**src/rtl/hz_pkg.sv**
```systemverilog
package hz_pkg;
  // Operand source for the execute stage.
  typedef enum logic [1:0] {
    FWD_RF  = 2'b00,
    FWD_WB  = 2'b01,
    FWD_MEM = 2'b10
  } fwd_sel_e;
endpackage

```
**src/rtl/hz_src_match.sv**
```systemverilog
// Comparators for one operand slot: execute forwarding select, load hit,
// decode write-back bypass.
module hz_src_match #(
  parameter int AW = 5
) (
  input  logic [AW-1:0]    ex_src,
  input  logic [AW-1:0]    id_src,
  input  logic [AW-1:0]    mem_rd,
  input  logic             mem_we,
  input  logic             mem_ld,
  input  logic [AW-1:0]    wb_rd,
  input  logic             wb_we,
  output hz_pkg::fwd_sel_e fwd_sel,
  output logic             load_hit,
  output logic             id_byp
);
  logic mem_live;
  logic wb_live;
  logic mem_hit;

  assign mem_live = mem_we && (mem_rd != '0);
  assign wb_live  = wb_we && (wb_rd != '0);
  assign mem_hit  = mem_live && (mem_rd == ex_src);

  always_comb begin
    if (mem_hit && !mem_ld)
      fwd_sel = hz_pkg::FWD_MEM;
    else if (wb_live && (wb_rd == ex_src))
      fwd_sel = hz_pkg::FWD_WB;
    else
      fwd_sel = hz_pkg::FWD_RF;
  end

  assign load_hit = mem_hit && mem_ld;
  assign id_byp   = wb_live && (wb_rd == id_src);
endmodule

```
**src/rtl/hz_branch_ctl.sv**
```systemverilog
// Registers the execute-stage taken decision so it travels with the branch
// into the memory stage, and arbitrates it against the load-use stall.
module hz_branch_ctl (
  input  logic clk,
  input  logic rst_n,
  input  logic ex_taken,
  input  logic load_use,
  output logic stall,
  output logic redirect
);
  logic taken_q;

  // Redirect wins: the instruction in execute is then on the wrong path.
  assign stall    = load_use && !taken_q;
  assign redirect = taken_q;

  // A stalled decision is re-made after the bubble; a wrong-path one is dropped.
  always_ff @(posedge clk) begin
    if (!rst_n)
      taken_q <= 1'b0;
    else
      taken_q <= ex_taken && !stall && !taken_q;
  end
endmodule

```
**src/rtl/hz_stage_ctl.sv**
```systemverilog
// Maps the stall and redirect events onto per-stage hold and clear pins.
module hz_stage_ctl (
  input  logic stall,
  input  logic redirect,
  output logic pc_hold,
  output logic ifid_hold,
  output logic idex_hold,
  output logic ifid_clear,
  output logic idex_clear,
  output logic exmem_clear
);
  // Load-use: front end and execute keep their contents, a bubble enters memory.
  assign pc_hold     = stall;
  assign ifid_hold   = stall;
  assign idex_hold   = stall;
  // Redirect: everything younger than the branch in memory becomes a no-op.
  assign ifid_clear  = redirect;
  assign idex_clear  = redirect;
  assign exmem_clear = redirect || stall;
endmodule

```
**src/rtl/hz_unit.sv**
```systemverilog
module hz_unit #(
  parameter int AW      = 5,
  parameter int NUM_SRC = 2
) (
  input  logic                        clk,
  input  logic                        rst_n,
  input  logic [NUM_SRC-1:0][AW-1:0]  id_src_i,
  input  logic [NUM_SRC-1:0][AW-1:0]  ex_src_i,
  input  logic                        ex_br_taken_i,
  input  logic [AW-1:0]               mem_rd_i,
  input  logic                        mem_we_i,
  input  logic                        mem_ld_i,
  input  logic [AW-1:0]               wb_rd_i,
  input  logic                        wb_we_i,
  output logic [NUM_SRC-1:0][1:0]     ex_fwd_sel_o,
  output logic [NUM_SRC-1:0]          id_wb_byp_o,
  output logic                        pc_hold_o,
  output logic                        ifid_hold_o,
  output logic                        idex_hold_o,
  output logic                        ifid_clear_o,
  output logic                        idex_clear_o,
  output logic                        exmem_clear_o,
  output logic                        redirect_o
);
  localparam int SelW = $bits(hz_pkg::fwd_sel_e);

  hz_pkg::fwd_sel_e   sel_w [NUM_SRC];
  logic [NUM_SRC-1:0] load_hit_w;
  logic               load_use_w;
  logic               stall_w;
  logic               redirect_w;

  for (genvar g = 0; g < NUM_SRC; g++) begin : g_src
    hz_src_match #(.AW(AW)) u_match (
      .ex_src   (ex_src_i[g]),
      .id_src   (id_src_i[g]),
      .mem_rd   (mem_rd_i),
      .mem_we   (mem_we_i),
      .mem_ld   (mem_ld_i),
      .wb_rd    (wb_rd_i),
      .wb_we    (wb_we_i),
      .fwd_sel  (sel_w[g]),
      .load_hit (load_hit_w[g]),
      .id_byp   (id_wb_byp_o[g])
    );
    assign ex_fwd_sel_o[g] = SelW'(sel_w[g]);
  end

  assign load_use_w = |load_hit_w;

  hz_branch_ctl u_branch (
    .clk      (clk),
    .rst_n    (rst_n),
    .ex_taken (ex_br_taken_i),
    .load_use (load_use_w),
    .stall    (stall_w),
    .redirect (redirect_w)
  );

  hz_stage_ctl u_stage (
    .stall       (stall_w),
    .redirect    (redirect_w),
    .pc_hold     (pc_hold_o),
    .ifid_hold   (ifid_hold_o),
    .idex_hold   (idex_hold_o),
    .ifid_clear  (ifid_clear_o),
    .idex_clear  (idex_clear_o),
    .exmem_clear (exmem_clear_o)
  );

  assign redirect_o = redirect_w;
endmodule

```
**config.mk**
```make
export PLATFORM = sky130hd
export DESIGN_NAME = hz_unit
export DESIGN_NICKNAME = d
export VERILOG_FILES = /design/src/rtl/hz_pkg.sv /design/src/rtl/hz_src_match.sv /design/src/rtl/hz_branch_ctl.sv /design/src/rtl/hz_stage_ctl.sv /design/src/rtl/hz_unit.sv
export SDC_FILE = /design/constraint.sdc
export NUM_CORES = 1
export LEC_CHECK = 0
export BUFFER_PORTS_ARGS = -buffer_cell sky130_fd_sc_hd__buf_2
export CAP_MARGIN = 40
export CORE_AREA = 2 2 39 41
export CTS_BUF_LIST = sky130_fd_sc_hd__clkbuf_4
export DETAILED_ROUTE_END_ITERATION = 8
export DIE_AREA = 0 0 41 43
export MAX_ROUTING_LAYER = met4
export PLACE_DENSITY = 0.85
export SLEW_MARGIN = 20
export SYNTH_ARGS = -nofsm -noshare
export SYNTH_HDL_FRONTEND = slang
export SYNTH_SLANG_ARGS = --single-unit
```
**constraint.sdc**
```tcl
create_clock -name clk -period 3.4 [get_ports clk]
set_input_delay 0.51 -clock clk [delete_from_list [all_inputs] [get_ports clk]]
set_output_delay 0.51 -clock clk [all_outputs]
set_load 0.005 [all_outputs]
```
---- Word-level counts from Yosys, hierarchy flattened ----
Index checks and enable logic that the tools add are counted.
Widths: inputs -> output; s select.
word-level totals
  bits in registers ....................... 1
  input port bits ......................... 36
  output and inout port bits .............. 13
  word-level logic and storage cells ...... 33
operators by class
  equal/unequal tests ..................... 6
  multiplexer cells ....................... 4
  reduce and logical (&&, ||, !) cells .... 22
operators by type and width
  cell               count
  $eq 5x5->1         6
  $logic_and 1x1->1  15
  $reduce_bool 5->1  2
  $mux 2             2
  $logic_not 1->1    3
  $mux 1             2
  $reduce_or 2->1    1
  $logic_or 1x1->1   1

---- Logic depth before layout (Yosys ltp) ----
Gate-level depths: netlist (run 1).
  word-level depth ........................ 9
  depth in mapped cells ................... 6
  mapped depth without buffers ............ 5

---- Modules after synthesis ----
A second synthesis (run 1) with hierarchy kept.
unflattened totals
  cells, all modules ...................... 70
  area total of the unflattened synthesis .. 519.2 µm²
modules (own cells, without submodules)
  module         instances  cells an instance  area an instance (µm²)  sequential area each (µm²)
  hz_src_match   2          30                 214.0                   0.0
  hz_stage_ctl   1          6                  43.8                    0.0
  hz_branch_ctl  1          3                  41.3                    20.0
  hz_unit        1          1                  6.3                     0.0

---- Least setup slack after synthesis (run 1) ----
Ideal clock, no wire load.
  path type ............................... input -> output
  from .................................... input port mem_rd_i[2]
  to ...................................... output port ifid_hold_o
  arrival ................................. 1.613 ns
  required time ........................... 2.890 ns
  setup slack ............................. 1.277 ns
  cell stages on the path ................. 6
  buffers on the path ..................... 1
  path through ............................ xor2_1 nor3_1 nand3_1 a211oi_1 nor2b_1 buf_4
on the way
  cells in the longest elaborated chain, start to end .. 6
  elaborated cells on any way between the ends .. 10
  those cells by class .................... eq/ne: 2; reduce/logical: 8
ends and longest elaborated chain
  item                 RTL line             text
  start: declaration   hz_unit.sv:10        input logic [AW-1:0] mem_rd_i,
  $reduce_bool 5->1    hz_src_match.sv:21   assign mem_live = mem_we && (mem_rd != '0);
  $logic_and 1x1->1    hz_src_match.sv:21
  $logic_and 1x1->1    hz_src_match.sv:23   assign mem_hit = mem_live && (mem_rd == ex_src);
  $logic_and 1x1->1    hz_src_match.sv:34   assign load_hit = mem_hit && mem_ld;
  $reduce_or 2->1 *    hz_unit.sv:49        assign load_use_w = |load_hit_w;
  $logic_and 1x1->1 *  hz_branch_ctl.sv:14  assign stall = load_use && !taken_q;
  end: declaration     hz_unit.sv:18        output logic ifid_hold_o,
Every way passes the cells marked *; elsewhere a longest branch is shown, timed or not.

==> metrics.md, run 1 <==
| Metric | Value |
|---|---|
| Post-synth top cells | `xor2_1, xnor2_1, buf_4, nor3_1` |
| 1st-iter DRT viols | `4` |
| # nets final | `141` |
| Antenna viol nets, final | `0` |
| Fin. max-slew vios | `0` |
| Count of cell types in the netlist | `18` |
| Area share of the largest cell type after synthesis | `0.341` |
| RePlAce Congestion | `0.812` |
| Internal power | `51.7 µW` |
| Synthesis-to-finish area growth | `36.6%` |
| Seq/Total Area, Yosys | `0.0390` |
| Worst Setup End Kind | `output pin` |
| Die span in x | `41 µm` |
| Min-Delay Path Class | `reg -> reg` |
| Top post-synthesis cells by area | `xor2_1, xnor2_1, buf_4, nor3_1, nor4_2` |
| Area leader, netlist | `xor2_1` |
| Comb pwr share | `0.847` |
| Setup violators final | `0` |
| Status | `completed` |
| Min Tclk post-route | `2.34 ns` |
| Postcts setup bufs | `0` |
| Hold Buf Count CTS | `0` |
| Detailed Routing Iterations Pass 1 | `2` |
| Setup TNS | `0 ns` |
| RSZ-0062 raised after global routing | `false` |
| Fmax | `0.426 GHz` |
| PnR Total Power | `88.3 µW` |
| Global-route wire length before repair | `2.07 mm` |
| Core ar. | `0.00138 mm²` |
| CP required | `2.89 ns` |
| Critical Path Source Type | `primary input` |
| Initial antenna violation count | `0` |
| Vias in the first global route | `525` |
| Fraction of layout cells with a size suffix above 1 | `0.505` |
| Hold Slack | `0.491 ns` |
| Die area | `0.00176 mm²` |
| Antenna Cells | `0` |
| Clock share of power | `0` |
| Async SR Flop Fraction | `0` |
| Worst-skew pair later-pin latency | `0 ns` |
| Synthesized flop and latch total | `1` |
| P per Cell Area | `126 mW/mm²` |
| CP Data Arrival Time | `1.83 ns` |
| Gr usage total | `0.163` |
| Sw Share | `0.414` |
| Critical path class | `in -> out` |
| DR vias | `566` |
| CP Max Fanout | `5` |
| Main synth FF type | `dfxtp_1` |
| Pre-CTS setup slack | `1.04 ns` |
| Routed WL per cell | `11.0 µm` |
| VDD IR max | `0.0505 mV` |
| Sequential power share | `0.153` |
| Layout Skew | `0 ns` |
| Worst-margin pin slew | `0.300 ns` |
| Finished Cell Area | `701 µm²` |
| Fin util | `0.506` |
| Most instantiated library cell after synthesis | `xor2_1` |
| Dpl hpwl | `1.19 mm` |
| Final cell count without fillers | `119` |
| Slew HR | `0.798` |
| Die Ht | `43 µm` |
| Sw Pwr | `36.6 µW` |
| Post-DR vias/cell | `4.76` |
| Hold Vio Cnt, Final | `0` |
| EDFF count, synth | `0` |
| Dpl cell area | `701 µm²` |
| Fin crit share | `0.690` |
| Mapped Nets | `102` |
| CTS clk-pin slew, worst paths | `0 ns` |
| Initial Utilization | `0.371` |
| LEAKAGE | `0.357 nW` |
| Synth Cell Area | `513 µm²` |
| Syn Area/Cell | `7.77 µm²` |
| Number of port buffers | `48` |
| Pin count of the biggest net entering global routing | `7` |
| IO Pins | `49` |
| # placed instances | `119` |
| Maximum Capacitance Violations | `0` |
| FP Rows | `14` |
| Final WL | `1.31 mm` |
| Post-CTS sizing | `0` |
| Grt ovf | `0` |
| Fillers | `139` |
| Remaining DRCs | `0` |
| Largest register FFs | `1` |
| Cells after synthesis | `66` |
| Worst setup margin | `1.06 ns` |
| Synthesis Warnings | `0` |
[worst max-delay path, stage by stage]
cell,delay (ns)
buf_2,0.15
or4_1,0.52
o21ai_1,0.28
or4_1,0.20
nor4_2,0.04
buf_2,0.14
[cells in the final DEF (no fill, tap or decap), drive strengths merged]
master	n
a211oi	1
buf	48
dfxtp	1
inv	1
nand2	1
nand3	4
nor2b	1
nor3	5
nor4	4
o21ai	2
or2	1
or4	4
xnor2	10
xor2	20
[cells by family after synthesis]
| logic type | synth area share |
|---|---|
| compound gates | 0.0415 |
| buf+inv | 0.149 |
| flops | 0.0390 |
| simple gates | 0.259 |
| xor+xnor | 0.512 |
[power groups by stage]
stage	Clock, mW	Sequential (mW)	Combinational (mW)
2_1_floorplan	0	0.0136	0.0442
3_3_place_gp	0	0.0135	0.0731
3_5_place_dp	0	0.0136	0.0752
4_1_cts	0	0.0136	0.0754
5_1_grt	0	0.0139	0.0841
6_report	0	0.0135	0.0748
[final timing paths]
kind / startpoint / to / slack [ns] / cells past startpoint
max reg2reg: u_branch.redirect / u_branch.redirect / 2.82 / 1
min: u_branch.redirect / u_branch.redirect / 0.49 / 1
min reg2reg: u_branch.redirect / u_branch.redirect / 0.49 / 1
max: wb_rd_i[0] / ex_fwd_sel_o[2] / 1.06 / 6
[per-layer routing]
layer / GRT usage / wire length (µm)
met1: 0.199 / 523
met2: 0.300 / 645
met3: 0 / 144
met4: 0 / 0
met5: - / 0
[cell type report]
type                    count  area (µm²)  share of cell area
repair buffers             48         240               0.343
inverters                   1        3.75             0.00536
well taps                  16        20.0              0.0286
multi-input cells          53         417               0.595
flip-flops and latches      1        20.0              0.0286
(Power assumes the default switching activity.)
==> inputs of run 2 (changes only) <==
--- a/config.mk
+++ b/config.mk
@@ -5,14 +5,15 @@
 export SDC_FILE = /design/constraint.sdc
 export NUM_CORES = 1
 export LEC_CHECK = 0
+export ABC_AREA = 1
 export BUFFER_PORTS_ARGS = -buffer_cell sky130_fd_sc_hd__buf_2
 export CAP_MARGIN = 40
-export CORE_AREA = 2 2 39 41
+export CORE_MARGIN = 1
+export CORE_UTILIZATION = 40
 export CTS_BUF_LIST = sky130_fd_sc_hd__clkbuf_4
 export DETAILED_ROUTE_END_ITERATION = 8
-export DIE_AREA = 0 0 41 43
 export MAX_ROUTING_LAYER = met4
-export PLACE_DENSITY = 0.85
+export PLACE_DENSITY = 0.83
 export SLEW_MARGIN = 20
 export SYNTH_ARGS = -nofsm -noshare
 export SYNTH_HDL_FRONTEND = slang
==> constraint.sdc (replaced) <==
create_clock -name clk -period 2.2 [get_ports clk]
set_input_delay 0.33 -clock clk [delete_from_list [all_inputs] [get_ports clk]]
set_output_delay 0.33 -clock clk [all_outputs]
set_load 0.005 [all_outputs]
==> run 2 against run 1 <==
  * First-iteration DRC count grew 130%
  * Combinational power grew 78%
  * Largest power group unchanged
  * Final cell count grew 18%
  * Largest cell class unchanged
  * Critical endpoint is now ex_fwd_sel_o[0]
  * Core utilization grew 6.2 points
==> metrics.md, run 2 <==
| Metric | Value |
|---|---|
| Status | `completed` |
| Cells after synthesis | `88` |
| Dpl hpwl | `1.28 mm` |
| Gr usage total | `0.192` |
| Antenna Cells | `0` |
| Routed WL per cell | `9.83 µm` |
| P per Cell Area | `198 mW/mm²` |
| Fmax | `0.641 GHz` |
| Die span in x | `41.0 µm` |
| Synth Cell Area | `609 µm²` |
| RePlAce Congestion | `0.802` |
| Maximum Capacitance Violations | `0` |
| EDFF count, synth | `0` |
| Worst-margin pin slew | `0.231 ns` |
| Synthesized flop and latch total | `1` |
| Mapped Nets | `124` |
| Min-Delay Path Class | `in -> reg` |
| Critical path class | `in -> out` |
| Initial antenna violation count | `0` |
| Largest register FFs | `1` |
| Count of cell types in the netlist | `22` |
| Detailed Routing Iterations Pass 1 | `3` |
| LEAKAGE | `0.425 nW` |
| Hold Buf Count CTS | `0` |
| Global-route wire length before repair | `2.20 mm` |
| Fin. max-slew vios | `0` |
| Initial Utilization | `0.446` |
| IO Pins | `49` |
| CP required | `1.87 ns` |
| Die area | `0.00168 mm²` |
| CP Data Arrival Time | `1.23 ns` |
| Fraction of layout cells with a size suffix above 1 | `0.472` |
| Slew HR | `0.844` |
| DR vias | `651` |
| Commonest non-fill, non-tap cell in the layout | `buf_2` |
| Vias in the first global route | `582` |
| Core ar. | `0.00137 mm²` |
| Layout Skew | `0 ns` |
| Most instantiated library cell after synthesis | `xnor2_1` |
| Pin count of the biggest net entering global routing | `7` |
| Setup violators final | `0` |
| Remaining DRCs | `0` |
| Post-synth top cells | `xnor2_1, xor2_1, nand2_1, nor2_1` |
| Setup TNS | `0 ns` |
| Worst Setup End Kind | `output pin` |
| FP Rows | `13` |
| Grt ovf | `0` |
| CP Max Fanout | `4` |
| Synthesis-to-finish area growth | `27.5%` |
| Area leader, netlist | `xnor2_1` |
| Area share of the largest cell type after synthesis | `0.244` |
| RSZ-0062 raised after global routing | `false` |
| Die Ht | `41.0 µm` |
| Finished Cell Area | `777 µm²` |
| Final WL | `1.38 mm` |
| Post-DR vias/cell | `4.65` |
| Synthesis Warnings | `0` |
| Critical Path Source Type | `primary input` |
| Main synth FF type | `dfxtp_1` |
| Seq/Total Area, Yosys | `0.0329` |
| 1st-iter DRT viols | `9` |
| Hold Vio Cnt, Final | `0` |
| # nets final | `163` |
| Async SR Flop Fraction | `0` |
| Postcts setup bufs | `0` |
| Min Tclk post-route | `1.56 ns` |
| Worst-skew pair later-pin latency | `0 ns` |
| Fin crit share | `0.709` |
| CTS clk-pin slew, worst paths | `0 ns` |
| Top post-synthesis cells by area | `xnor2_1, xor2_1, buf_4, nand2_1, buf_6` |
| VDD IR max | `0.0979 mV` |
| Post-CTS sizing | `0` |
| Most frequent cells in the layout | `buf_2, xnor2_1, xor2_1` |
| Antenna viol nets, final | `0` |
| Dpl cell area | `777 µm²` |
| Number of port buffers | `48` |
| Syn Area/Cell | `6.92 µm²` |
[run 2: metal layers]
layer / up-vias / global-route usage / wire length, µm
met2: 25 / 0.371 / 703
met5: - / - / 0
met3: 0 / 0.0109 / 89
met1: 282 / 0.221 / 583
met4: 0 / 0.00833 / 0
li1: 344 / - / -
[run 2: cell families after synthesis]
kind of cell              Yosys count  synth area share
AOI/OAI and AO/OA                   4            0.0452
xor gates and xnor gates           28             0.402
buffers and inverters              19             0.199
DFF                                 1            0.0329
and+or+nand+nor                    36             0.320
[run 2: final timing paths]
path / startpoint / endpoint / slack (ns) / depth (start not counted)
max: mem_rd_i[1] / ex_fwd_sel_o[0] / 0.64 / 8
max reg2reg: u_branch.redirect / u_branch.redirect / 1.55 / 3
min reg2reg: u_branch.redirect / u_branch.redirect / 0.57 / 3
min: ex_br_taken_i / u_branch.redirect / 0.57 / 3
[run 2: worst max-delay path: stages]
cell	delay, ns
buf_2	0.12
xnor2_1	0.16
nand2_1	0.09
nor2_2	0.12
nand3_1	0.12
o21ai_1	0.13
inv_1	0.04
buf_2	0.12
[run 2: per-stage QoR]
stage | hold slack (ns) | setup slack, ns | total power, mW | instances | util
detailed placement | 0.571 | 0.625 | 0.154 | 140 | 0.569
floorplan | 0.465 | 0.786 | 0.108 | 88 | -
finish | 0.569 | 0.641 | 0.153 | 140 | 0.569
CTS | 0.572 | 0.625 | 0.155 | 140 | 0.569
global placement | 0.567 | 0.657 | 0.150 | 140 | 0.569
global route | 0.594 | 0.525 | 0.170 | 140 | 0.569
[run 2: cell type report]
class | instances | area [µm²]
Inverter | 8 | 30.0
Sequential cell | 1 | 20.0
Timing Repair Buffer | 48 | 240
Tap cell | 15 | 18.8
Multi-Input combinational cell | 68 | 468
Fill cell | 141 | 589
[run 2: power by group]
group          total [mW]  leakage, nW  internal, mW  switching [mW]
Combinational       0.133        0.417        0.0660          0.0666
Clock                   0            0             0               0
Sequential         0.0209      0.00829        0.0196         0.00121
Total               0.153        0.425        0.0856          0.0679
